`src/rtl/intc_regs_pkg.sv`:
```
package intc_regs_pkg;
    localparam int REG_W  = 32;
    localparam int LINES  = 32;
    localparam int PRIO_W = 6;
    localparam int BANK_W = 2;
    localparam int LINE_W = $clog2(LINES);
    localparam int MAXBNK = 1 << BANK_W;

    typedef enum logic [4:0] {
        K_NONE, K_REV, K_SYSCFG, K_SYSSTAT, K_WIN_IRQ, K_WIN_FIQ, K_CTRL,
        K_PROT, K_IDLE, K_RAW, K_MASK, K_MASK_CLR, K_MASK_SET, K_SWI_SET,
        K_SWI_CLR, K_PEND_IRQ, K_PEND_FIQ, K_LINE
    } reg_kind_e;

    typedef struct packed {
        reg_kind_e          kind;
        logic [BANK_W-1:0]  bank;
        logic [LINE_W-1:0]  line;
    } reg_sel_t;

    function automatic logic is_bank_kind(input reg_kind_e k);
        return k inside {K_RAW, K_MASK, K_MASK_CLR, K_MASK_SET,
                         K_SWI_SET, K_SWI_CLR, K_PEND_IRQ, K_PEND_FIQ};
    endfunction

    function automatic logic [REG_W-1:0] line_word(input logic [PRIO_W-1:0] p,
                                                   input logic cls);
        return {{(REG_W-PRIO_W-2){1'b0}}, p, 1'b0, cls};
    endfunction
endpackage

```
`src/rtl/intc_addr_dec.sv`:
```
module intc_addr_dec
    import intc_regs_pkg::*;
#(
    parameter int NBANK  = 3,
    parameter int ADDR_W = 12
) (
    input  logic [ADDR_W-1:0] addr_i,
    output reg_sel_t          sel_o
);
    localparam int LINE_LO = 'h100;
    localparam int LINE_HI = LINE_LO + 'h80 * NBANK;

    logic [ADDR_W-1:0] loff;

    always_comb begin
        sel_o = '{kind: K_NONE, bank: '0, line: '0};
        loff  = addr_i - ADDR_W'(LINE_LO);
        if (addr_i[1:0] == 2'b00) begin
            if (int'(addr_i) >= 'h80 && int'(addr_i) < 'h100) begin
                if (int'(addr_i[6:5]) < NBANK) begin
                    sel_o.bank = addr_i[6:5];
                    case (addr_i[4:2])
                        3'd0: sel_o.kind = K_RAW;
                        3'd1: sel_o.kind = K_MASK;
                        3'd2: sel_o.kind = K_MASK_CLR;
                        3'd3: sel_o.kind = K_MASK_SET;
                        3'd4: sel_o.kind = K_SWI_SET;
                        3'd5: sel_o.kind = K_SWI_CLR;
                        3'd6: sel_o.kind = K_PEND_IRQ;
                        default: sel_o.kind = K_PEND_FIQ;
                    endcase
                end
            end else if (int'(addr_i) >= LINE_LO && int'(addr_i) < LINE_HI) begin
                sel_o.kind = K_LINE;
                sel_o.bank = loff[8:7];
                sel_o.line = addr_i[6:2];
            end else begin
                case (int'(addr_i))
                    'h00: sel_o.kind = K_REV;
                    'h10: sel_o.kind = K_SYSCFG;
                    'h14: sel_o.kind = K_SYSSTAT;
                    'h40: sel_o.kind = K_WIN_IRQ;
                    'h44: sel_o.kind = K_WIN_FIQ;
                    'h48: sel_o.kind = K_CTRL;
                    'h4C: sel_o.kind = K_PROT;
                    'h50: sel_o.kind = K_IDLE;
                    default: sel_o.kind = K_NONE;
                endcase
            end
        end
    end
endmodule

```
`src/rtl/intc_bank_regs.sv`:
```
module intc_bank_regs
    import intc_regs_pkg::*;
(
    input  logic             clk_i,
    input  logic             rst_i,
    input  logic [LINES-1:0] lvl_i,
    input  logic             wr_i,
    input  reg_kind_e        kind_i,
    input  logic [REG_W-1:0] wdata_i,
    output logic [LINES-1:0] raw_o,
    output logic [LINES-1:0] mask_o,
    output logic [LINES-1:0] swi_o,
    output logic [LINES-1:0] pend_o
);
    logic [LINES-1:0] raw_q, mask_q, swi_q, pend_q;
    logic [LINES-1:0] pend_lvl, pend_n, swi_n, mask_n;

    always_comb begin
        if ((raw_q & ~lvl_i) != '0) pend_lvl = lvl_i | swi_q;
        else                        pend_lvl = pend_q | (lvl_i & ~raw_q);
        pend_n = pend_lvl;
        swi_n  = swi_q;
        mask_n = mask_q;
        if (wr_i) begin
            case (kind_i)
                K_MASK:     mask_n = wdata_i;
                K_MASK_CLR: mask_n = mask_q & ~wdata_i;
                K_MASK_SET: mask_n = mask_q | wdata_i;
                K_SWI_SET: begin
                    swi_n  = swi_q | wdata_i;
                    pend_n = pend_lvl | swi_n;
                end
                K_SWI_CLR: begin
                    swi_n  = swi_q & ~wdata_i;
                    pend_n = swi_n & lvl_i;
                end
                default: ;
            endcase
        end
    end

    always_ff @(posedge clk_i) begin
        if (rst_i) begin
            raw_q  <= '0;
            mask_q <= '1;
            swi_q  <= '0;
            pend_q <= '0;
        end else begin
            raw_q  <= lvl_i;
            mask_q <= mask_n;
            swi_q  <= swi_n;
            pend_q <= pend_n;
        end
    end

    assign raw_o  = raw_q;
    assign mask_o = mask_q;
    assign swi_o  = swi_q;
    assign pend_o = pend_q;

    assert_mask_set_R4: assert property (@(posedge clk_i) disable iff (rst_i)
        (wr_i && kind_i == K_MASK_SET) |=> ((mask_o & $past(wdata_i)) == $past(wdata_i)));
    assert_mask_clr_R4: assert property (@(posedge clk_i) disable iff (rst_i)
        (wr_i && kind_i == K_MASK_CLR) |=> ((mask_o & $past(wdata_i)) == '0));
    assert_swi_set_R5: assert property (@(posedge clk_i) disable iff (rst_i)
        (wr_i && kind_i == K_SWI_SET) |=> ((pend_o & swi_o) == swi_o));
    assert_swi_clr_R6: assert property (@(posedge clk_i) disable iff (rst_i)
        (wr_i && kind_i == K_SWI_CLR) |=> (pend_o == (swi_o & raw_o)));
endmodule

```
`src/rtl/intc_line_cfg.sv`:
```
module intc_line_cfg
    import intc_regs_pkg::*;
(
    input  logic                    clk_i,
    input  logic                    rst_i,
    input  logic                    we_i,
    input  logic [LINE_W-1:0]       line_i,
    input  logic [PRIO_W-1:0]       prio_i,
    input  logic                    cls_i,
    output logic [REG_W-1:0]        rd_o,
    output logic [LINES*PRIO_W-1:0] prio_o,
    output logic [LINES-1:0]        cls_o
);
    logic [PRIO_W-1:0] prio_q [LINES];
    logic [LINES-1:0]  cls_q;

    always_ff @(posedge clk_i) begin
        if (rst_i) begin
            for (int i = 0; i < LINES; i++) prio_q[i] <= '0;
            cls_q <= '0;
        end else if (we_i) begin
            prio_q[line_i] <= prio_i;
            cls_q[line_i]  <= cls_i;
        end
    end

    for (genvar l = 0; l < LINES; l++) begin : g_flat
        assign prio_o[l*PRIO_W +: PRIO_W] = prio_q[l];
    end

    assign cls_o = cls_q;
    assign rd_o  = line_word(prio_q[line_i], cls_q[line_i]);

    assert_line_store_R9: assert property (@(posedge clk_i) disable iff (rst_i)
        we_i |=> (prio_q[$past(line_i)] == $past(prio_i) && cls_q[$past(line_i)] == $past(cls_i)));
endmodule

```
`src/rtl/intc_setclr_regs.sv`:
```
module intc_setclr_regs
    import intc_regs_pkg::*;
#(
    parameter int NBANK  = 3,
    parameter int ADDR_W = 12,
    parameter int CODE_W = $clog2(NBANK * LINES)
) (
    input  logic                          clk_i,
    input  logic                          rst_i,
    input  logic [ADDR_W-1:0]             addr_i,
    input  logic                          we_i,
    input  logic [REG_W-1:0]              wdata_i,
    output logic [REG_W-1:0]              rdata_o,
    input  logic [NBANK*LINES-1:0]        lvl_i,
    input  logic [CODE_W-1:0]             win_irq_i,
    input  logic [CODE_W-1:0]             win_fiq_i,
    output logic [NBANK*LINES-1:0]        pend_o,
    output logic [NBANK*LINES-1:0]        mask_o,
    output logic [NBANK*LINES-1:0]        fiq_cls_o,
    output logic [NBANK*LINES*PRIO_W-1:0] prio_o,
    output logic                          glob_en_o,
    output logic                          rearm_irq_o,
    output logic                          rearm_fiq_o,
    output logic                          reeval_o
);
    reg_sel_t         sel;
    logic             srst;
    logic             glob_en_q, autoidle_q, rearm_irq_q, rearm_fiq_q, reeval_q;
    logic [1:0]       idle_q;
    logic [LINES-1:0] raw_a [MAXBNK];
    logic [LINES-1:0] mask_a [MAXBNK];
    logic [LINES-1:0] swi_a [MAXBNK];
    logic [LINES-1:0] pend_a [MAXBNK];
    logic [LINES-1:0] cls_a [MAXBNK];
    logic [REG_W-1:0] cfg_a [MAXBNK];

    intc_addr_dec #(.NBANK(NBANK), .ADDR_W(ADDR_W)) u_dec (
        .addr_i (addr_i),
        .sel_o  (sel)
    );

    assign srst = rst_i || (we_i && sel.kind == K_SYSCFG && wdata_i[1]);

    for (genvar b = 0; b < MAXBNK; b++) begin : g_bank
        if (b < NBANK) begin : g_live
            logic bank_wr, line_wr;
            assign bank_wr = we_i && is_bank_kind(sel.kind) && sel.bank == BANK_W'(b);
            assign line_wr = we_i && sel.kind == K_LINE && sel.bank == BANK_W'(b);

            intc_bank_regs u_bank (
                .clk_i   (clk_i),
                .rst_i   (srst),
                .lvl_i   (lvl_i[b*LINES +: LINES]),
                .wr_i    (bank_wr),
                .kind_i  (sel.kind),
                .wdata_i (wdata_i),
                .raw_o   (raw_a[b]),
                .mask_o  (mask_a[b]),
                .swi_o   (swi_a[b]),
                .pend_o  (pend_a[b])
            );

            intc_line_cfg u_cfg (
                .clk_i  (clk_i),
                .rst_i  (srst),
                .we_i   (line_wr),
                .line_i (sel.line),
                .prio_i (wdata_i[PRIO_W+1:2]),
                .cls_i  (wdata_i[0]),
                .rd_o   (cfg_a[b]),
                .prio_o (prio_o[b*LINES*PRIO_W +: LINES*PRIO_W]),
                .cls_o  (cls_a[b])
            );

            assign pend_o[b*LINES +: LINES]    = pend_a[b];
            assign mask_o[b*LINES +: LINES]    = mask_a[b];
            assign fiq_cls_o[b*LINES +: LINES] = cls_a[b];
        end else begin : g_void
            assign raw_a[b]  = '0;
            assign mask_a[b] = '0;
            assign swi_a[b]  = '0;
            assign pend_a[b] = '0;
            assign cls_a[b]  = '0;
            assign cfg_a[b]  = '0;
        end
    end

    always_ff @(posedge clk_i) begin
        if (srst) begin
            glob_en_q   <= 1'b1;
            autoidle_q  <= 1'b0;
            idle_q      <= '0;
            rearm_irq_q <= 1'b0;
            rearm_fiq_q <= 1'b0;
            reeval_q    <= 1'b0;
        end else begin
            rearm_irq_q <= we_i && sel.kind == K_CTRL && wdata_i[0];
            rearm_fiq_q <= we_i && sel.kind == K_CTRL && wdata_i[1];
            reeval_q    <= we_i && (sel.kind inside {K_MASK, K_MASK_CLR, K_SWI_SET});
            if (we_i && sel.kind == K_CTRL)   glob_en_q  <= !wdata_i[2];
            if (we_i && sel.kind == K_SYSCFG) autoidle_q <= wdata_i[0];
            if (we_i && sel.kind == K_IDLE)   idle_q     <= wdata_i[1:0];
        end
    end

    always_comb begin
        case (sel.kind)
            K_REV:      rdata_o = 32'h21;
            K_SYSSTAT:  rdata_o = 32'h1;
            K_SYSCFG:   rdata_o = {31'b0, autoidle_q};
            K_WIN_IRQ:  rdata_o = REG_W'(win_irq_i);
            K_WIN_FIQ:  rdata_o = REG_W'(win_fiq_i);
            K_CTRL:     rdata_o = {29'b0, !glob_en_q, 2'b0};
            K_IDLE:     rdata_o = {30'b0, idle_q};
            K_RAW:      rdata_o = raw_a[sel.bank];
            K_MASK:     rdata_o = mask_a[sel.bank];
            K_SWI_SET:  rdata_o = swi_a[sel.bank];
            K_PEND_IRQ: rdata_o = pend_a[sel.bank] & ~mask_a[sel.bank] & ~cls_a[sel.bank];
            K_PEND_FIQ: rdata_o = pend_a[sel.bank] & ~mask_a[sel.bank] & cls_a[sel.bank];
            K_LINE:     rdata_o = cfg_a[sel.bank];
            default:    rdata_o = '0;
        endcase
    end

    assign glob_en_o   = glob_en_q;
    assign rearm_irq_o = rearm_irq_q;
    assign rearm_fiq_o = rearm_fiq_q;
    assign reeval_o    = reeval_q;

    assert_gmask_ctrl_R10: assert property (@(posedge clk_i) disable iff (rst_i)
        (we_i && sel.kind == K_CTRL) |=> (glob_en_o == !$past(wdata_i[2])));
    assert_soft_reset_R11: assert property (@(posedge clk_i) disable iff (rst_i)
        (we_i && sel.kind == K_SYSCFG && wdata_i[1]) |=> (mask_o == '1 && pend_o == '0 && glob_en_o));
    assert_set_no_reeval_R4: assert property (@(posedge clk_i) disable iff (srst)
        (we_i && sel.kind == K_MASK_SET) |=> !reeval_o);
endmodule

```
`config.mk`:
```
export PLATFORM = sky130hd
export DESIGN_NAME = intc_setclr_regs
export DESIGN_NICKNAME = d
export VERILOG_FILES = /design/src/rtl/intc_regs_pkg.sv /design/src/rtl/intc_addr_dec.sv /design/src/rtl/intc_bank_regs.sv /design/src/rtl/intc_line_cfg.sv /design/src/rtl/intc_setclr_regs.sv
export SDC_FILE = /design/constraint.sdc
export NUM_CORES = 2
export LEC_CHECK = 0
export CORE_AREA = 2 2 417 419
export CTS_BUF_LIST = sky130_fd_sc_hd__clkbuf_8
export DETAILED_ROUTE_END_ITERATION = 10
export DIE_AREA = 0 0 419 421
export DONT_BUFFER_PORTS = 1
export PLACE_DENSITY = 0.5
export RECOVER_POWER = 25
export SLEW_MARGIN = 15
export SYNTH_ARGS = -nofsm -noshare
export SYNTH_HDL_FRONTEND = slang
export SYNTH_SLANG_ARGS = --single-unit
```
`constraint.sdc`:
```
create_clock -name clk_i -period 4.4 [get_ports clk_i]
set_input_delay 0.44 -clock clk_i [delete_from_list [all_inputs] [get_ports clk_i]]
set_output_delay 0.44 -clock clk_i [all_outputs]
set_load 0.01 [all_outputs]
```
==> results.txt <==
Seq. cell area = 0.0270 mm2
Post-route setup TNS = -0.0394 ns
Met3 Use GR = 11.4%
Vias in the first global route = 50246
Final instance area = 0.0644 mm2
Max FO, Critical Path = 39
Seq/Total Area, Yosys = 50.9%
Layout area overhead = 21.1%
Element type at the critical path start = primary input
Clk buf depth = 3
Via count = 53927
Die footprint = 0.176 mm2
Vias per cell = 6.30
Chip Width = 419 um
Most Used Layer, Global Route = met2
RSZ-0062 raised after global routing = false
Yosys warning count = 0
Final Max Tran Viols = 0
VDD IR max = 328 uV
Worst r2r path cells = 10
Failing checks = setup timing
Post-DRT Antenna Nets = 0
Commonest cells in the synthesized netlist = 698 x nor2_1, 576 x edfxtp_1, 500 x a21oi_1, 487 x dfxtp_1, 483 x nand2_1
NumNets Final = 6206
Core Area = 0.172 mm2
Pwr Density = 357 mW/mm2
# port buffers = 0
CTS tree = done
Post-Syn Instances = 5726
Starting Density = 30.8%
Share of cells above drive strength 1 = 15.8%
Max_slew headroom = 13.9%
Top-Level Pins = 1057
Die Span Y = 421 um
Worst-margin pin slew = 1.29 ns
Hold Crit Depth = 5
Outcome = finished with violations
Syn avg cell area = 9.28 um2
Mapped cell area = 0.0532 mm2
Top_reg_cell synth = edfxtp_1
Post-route DRC = 0
Switching pwr = 6.68 mW
Critical Path AT = 4.00 ns
Sw Ratio = 29.0%
M1 GR Usage = 39.6%
Fin. Hold Viols = 0
Hpwl dp = 247000 um
Drt first pass iters = 9
Synth cell types = 79
Layout fillers = 17528
CTS buffer count = 197
Area contributors post-synth = edfxtp_1 33%, dfxtp_1 18%, nor2_1 4.9%
Worst slack, placed = -0.797 ns
Hold WC Path Type = in2reg
Final Cycle Share = 101%
Fin crit period = 4.44 ns
Pwr Total = 23.0 mW
Synth top area share = 32.5%
Final setup violation count = 1
Initial antenna violation count = 27
Site Rows = 153
Max-cap viol count = 0
M2 GR Usage = 60.2%
Pin count of the biggest net entering global routing = 148
RR Endpoint = g_bank[1].g_live.u_bank.pend_o[8]$_SDFF_PP0_
Global placement routability congestion = 0.978
Drt total wl = 336000 um
Gate power share = 7.0%
Area leader, netlist = edfxtp_1
Top-count cell post-synth = nor2_1
Synth Register Bits = 1063
First-pass GRT wire length = 447000 um
Cell Int Power = 16.3 mW
Post-place instance area = 0.0586 mm2
Hold Path Sink = g_bank[1].g_live.u_bank.pend_o[5]$_SDFF_PP0_
Clock transition at path regs = 0.06 ns
Crit Path Category = in2out
Clock root buffer = clkbuf_8
Gr ovfl total = 0
Fmax = 0.225 GHz
Clk pwr share = 42.5%
Area taken by multi-input logic gates = 0.0238 mm2
Syn Nets = 5883
Ys async rst share = 0%
PnR worst setup slack = -0.0394 ns
Worst hold start = lvl_i[38]
Worst Setup End Kind = output pin
Routed length per instance = 39.3 um
Initial DRC Count = 8088
Hold slack = 0.159 ns
Clock Skew = 0.0556 ns
Clk_lat worst skew = 1.01 ns
Post-synth EDFFs = 576
Sequential share of power = 50.5%
Flop-to-flop setup slack = 1.08 ns
Global-route usage over all layers = 36.5%
Clk sinks = 1063
Worst reg2reg path startpoint = g_bank[1].g_live.u_bank.raw_o[14]$_SDFF_PP0_
Static Leak = 21.9 nW
Worst Path Required = 3.96 ns
H-Tree Depth = 4
==> layer usage <==
layer,vias to the layer above,wire length (um)
li1,22185,-
met1,26840,112000
met2,3995,159000
met3,895,37700
met4,12,27500
met5,-,75
==> worst max-delay path: stages <==
cell      delay, ns
nor3b_2        0.27
buf_4          0.19
a311oi_2       0.19
nand2_8        0.22
buf_8          0.34
o221ai_1       0.28
buf_4          0.20
a22oi_2        0.23
buf_4          0.18
nand4_1        0.19
a21oi_1        0.22
o21ai_2        0.13
o211ai_1       0.55
buf_4          0.21
buf_4          0.11
==> sequential cells by signal, summed over array words and instances, names as in the netlist, named ones only <==
name	cells
g_bank.g_live.u_bank.pend_o	96
g_bank.g_live.u_cfg.cls_o	96
autoidle_q	1
g_bank.g_live.u_bank.raw_o	96
g_bank.g_live.u_bank.mask_o	96
glob_en_o	1
rearm_fiq_o	1
rearm_irq_o	1
reeval_o	1
idle_q	2
g_bank.g_live.u_cfg.prio_q	576
==> layout by cell type (no fill, tap or decap), types with 130 or more instances in the layout <==
cell type | synthesis | routed
inv_1 | 90 | 153
o22ai_1 | 176 | 171
dlygate4sd3_1 | 0 | 150
and2_1 | 168 | 166
nor2_1 | 698 | 682
dfxtp_1 | 487 | 487
nand2_1 | 483 | 477
clkbuf_8 | 0 | 219
a222oi_1 | 130 | 130
nand3_1 | 225 | 216
buf_4 | 10 | 485
o21ai_0 | 381 | 376
a21oi_1 | 500 | 497
edfxtp_1 | 576 | 576
o221ai_1 | 136 | 132
and3_1 | 131 | 130
==> worst max path at each step <==
stage,startpoint,endpoint,slack [ns],depth (start not counted)
after floorplan,addr_i[3],g_bank[1].g_live.u_cfg.prio_q[21][0]$_SDFFCE_PN0P_,1.05,8
after global placement,addr_i[11],rdata_o[7],-0.86,14
after detailed placement,addr_i[11],rdata_o[2],-0.80,14
after CTS,addr_i[11],rdata_o[7],-0.0004,15
after global routing,addr_i[4],rdata_o[1],0.01,11
final,addr_i[11],rdata_o[2],-0.04,15
==> layout make-up <==
cell class,instances,area share [%]
inverter,91,0.531
timing repair buffer,692,9.81
sequential,1063,42.0
clock buffer,219,4.68
antenna,30,0.117
clock inverter,132,1.30
multi-input combinational,4004,37.0
tap,2325,4.52
==> power by group through the flow <==
stage               logic, mW  clock network (mW)  registers, mW
floorplan               0.734                   0           11.4
global placement         1.20                   0           11.8
detailed placement       1.21                   0           11.8
CTS                      1.57                9.88           11.6
global route             1.66                10.3           11.6
finish                   1.61                9.78           11.6
==> kinds of logic after synthesis <==
logic type      after synthesis  synth area share (%)
simple gates               2020                  17.9
flops                      1063                  50.9
buf+inv                     659                  5.20
xor+xnor                     33                 0.544
mux                         160                  3.20
compound gates             1791                  22.3
==> per-stage QoR <==
stage	std cells	util [%]
after global routing	8548	37.3
final	8556	37.3
after CTS	8526	37.3
after global placement	8016	33.9
after floorplan	5726	-
after detailed placement	8016	34.0
==> what timing repair did <==
action	4_1_cts	5_1_grt
pin swaps	7	2
setup buffers	2	0
endpoints found under the setup margin	6	7
resized for setup	26	10
endpoints found under the hold margin	1023	0
hold buffers	157	0
Note: power is estimated with default switching activity, not from simulation.
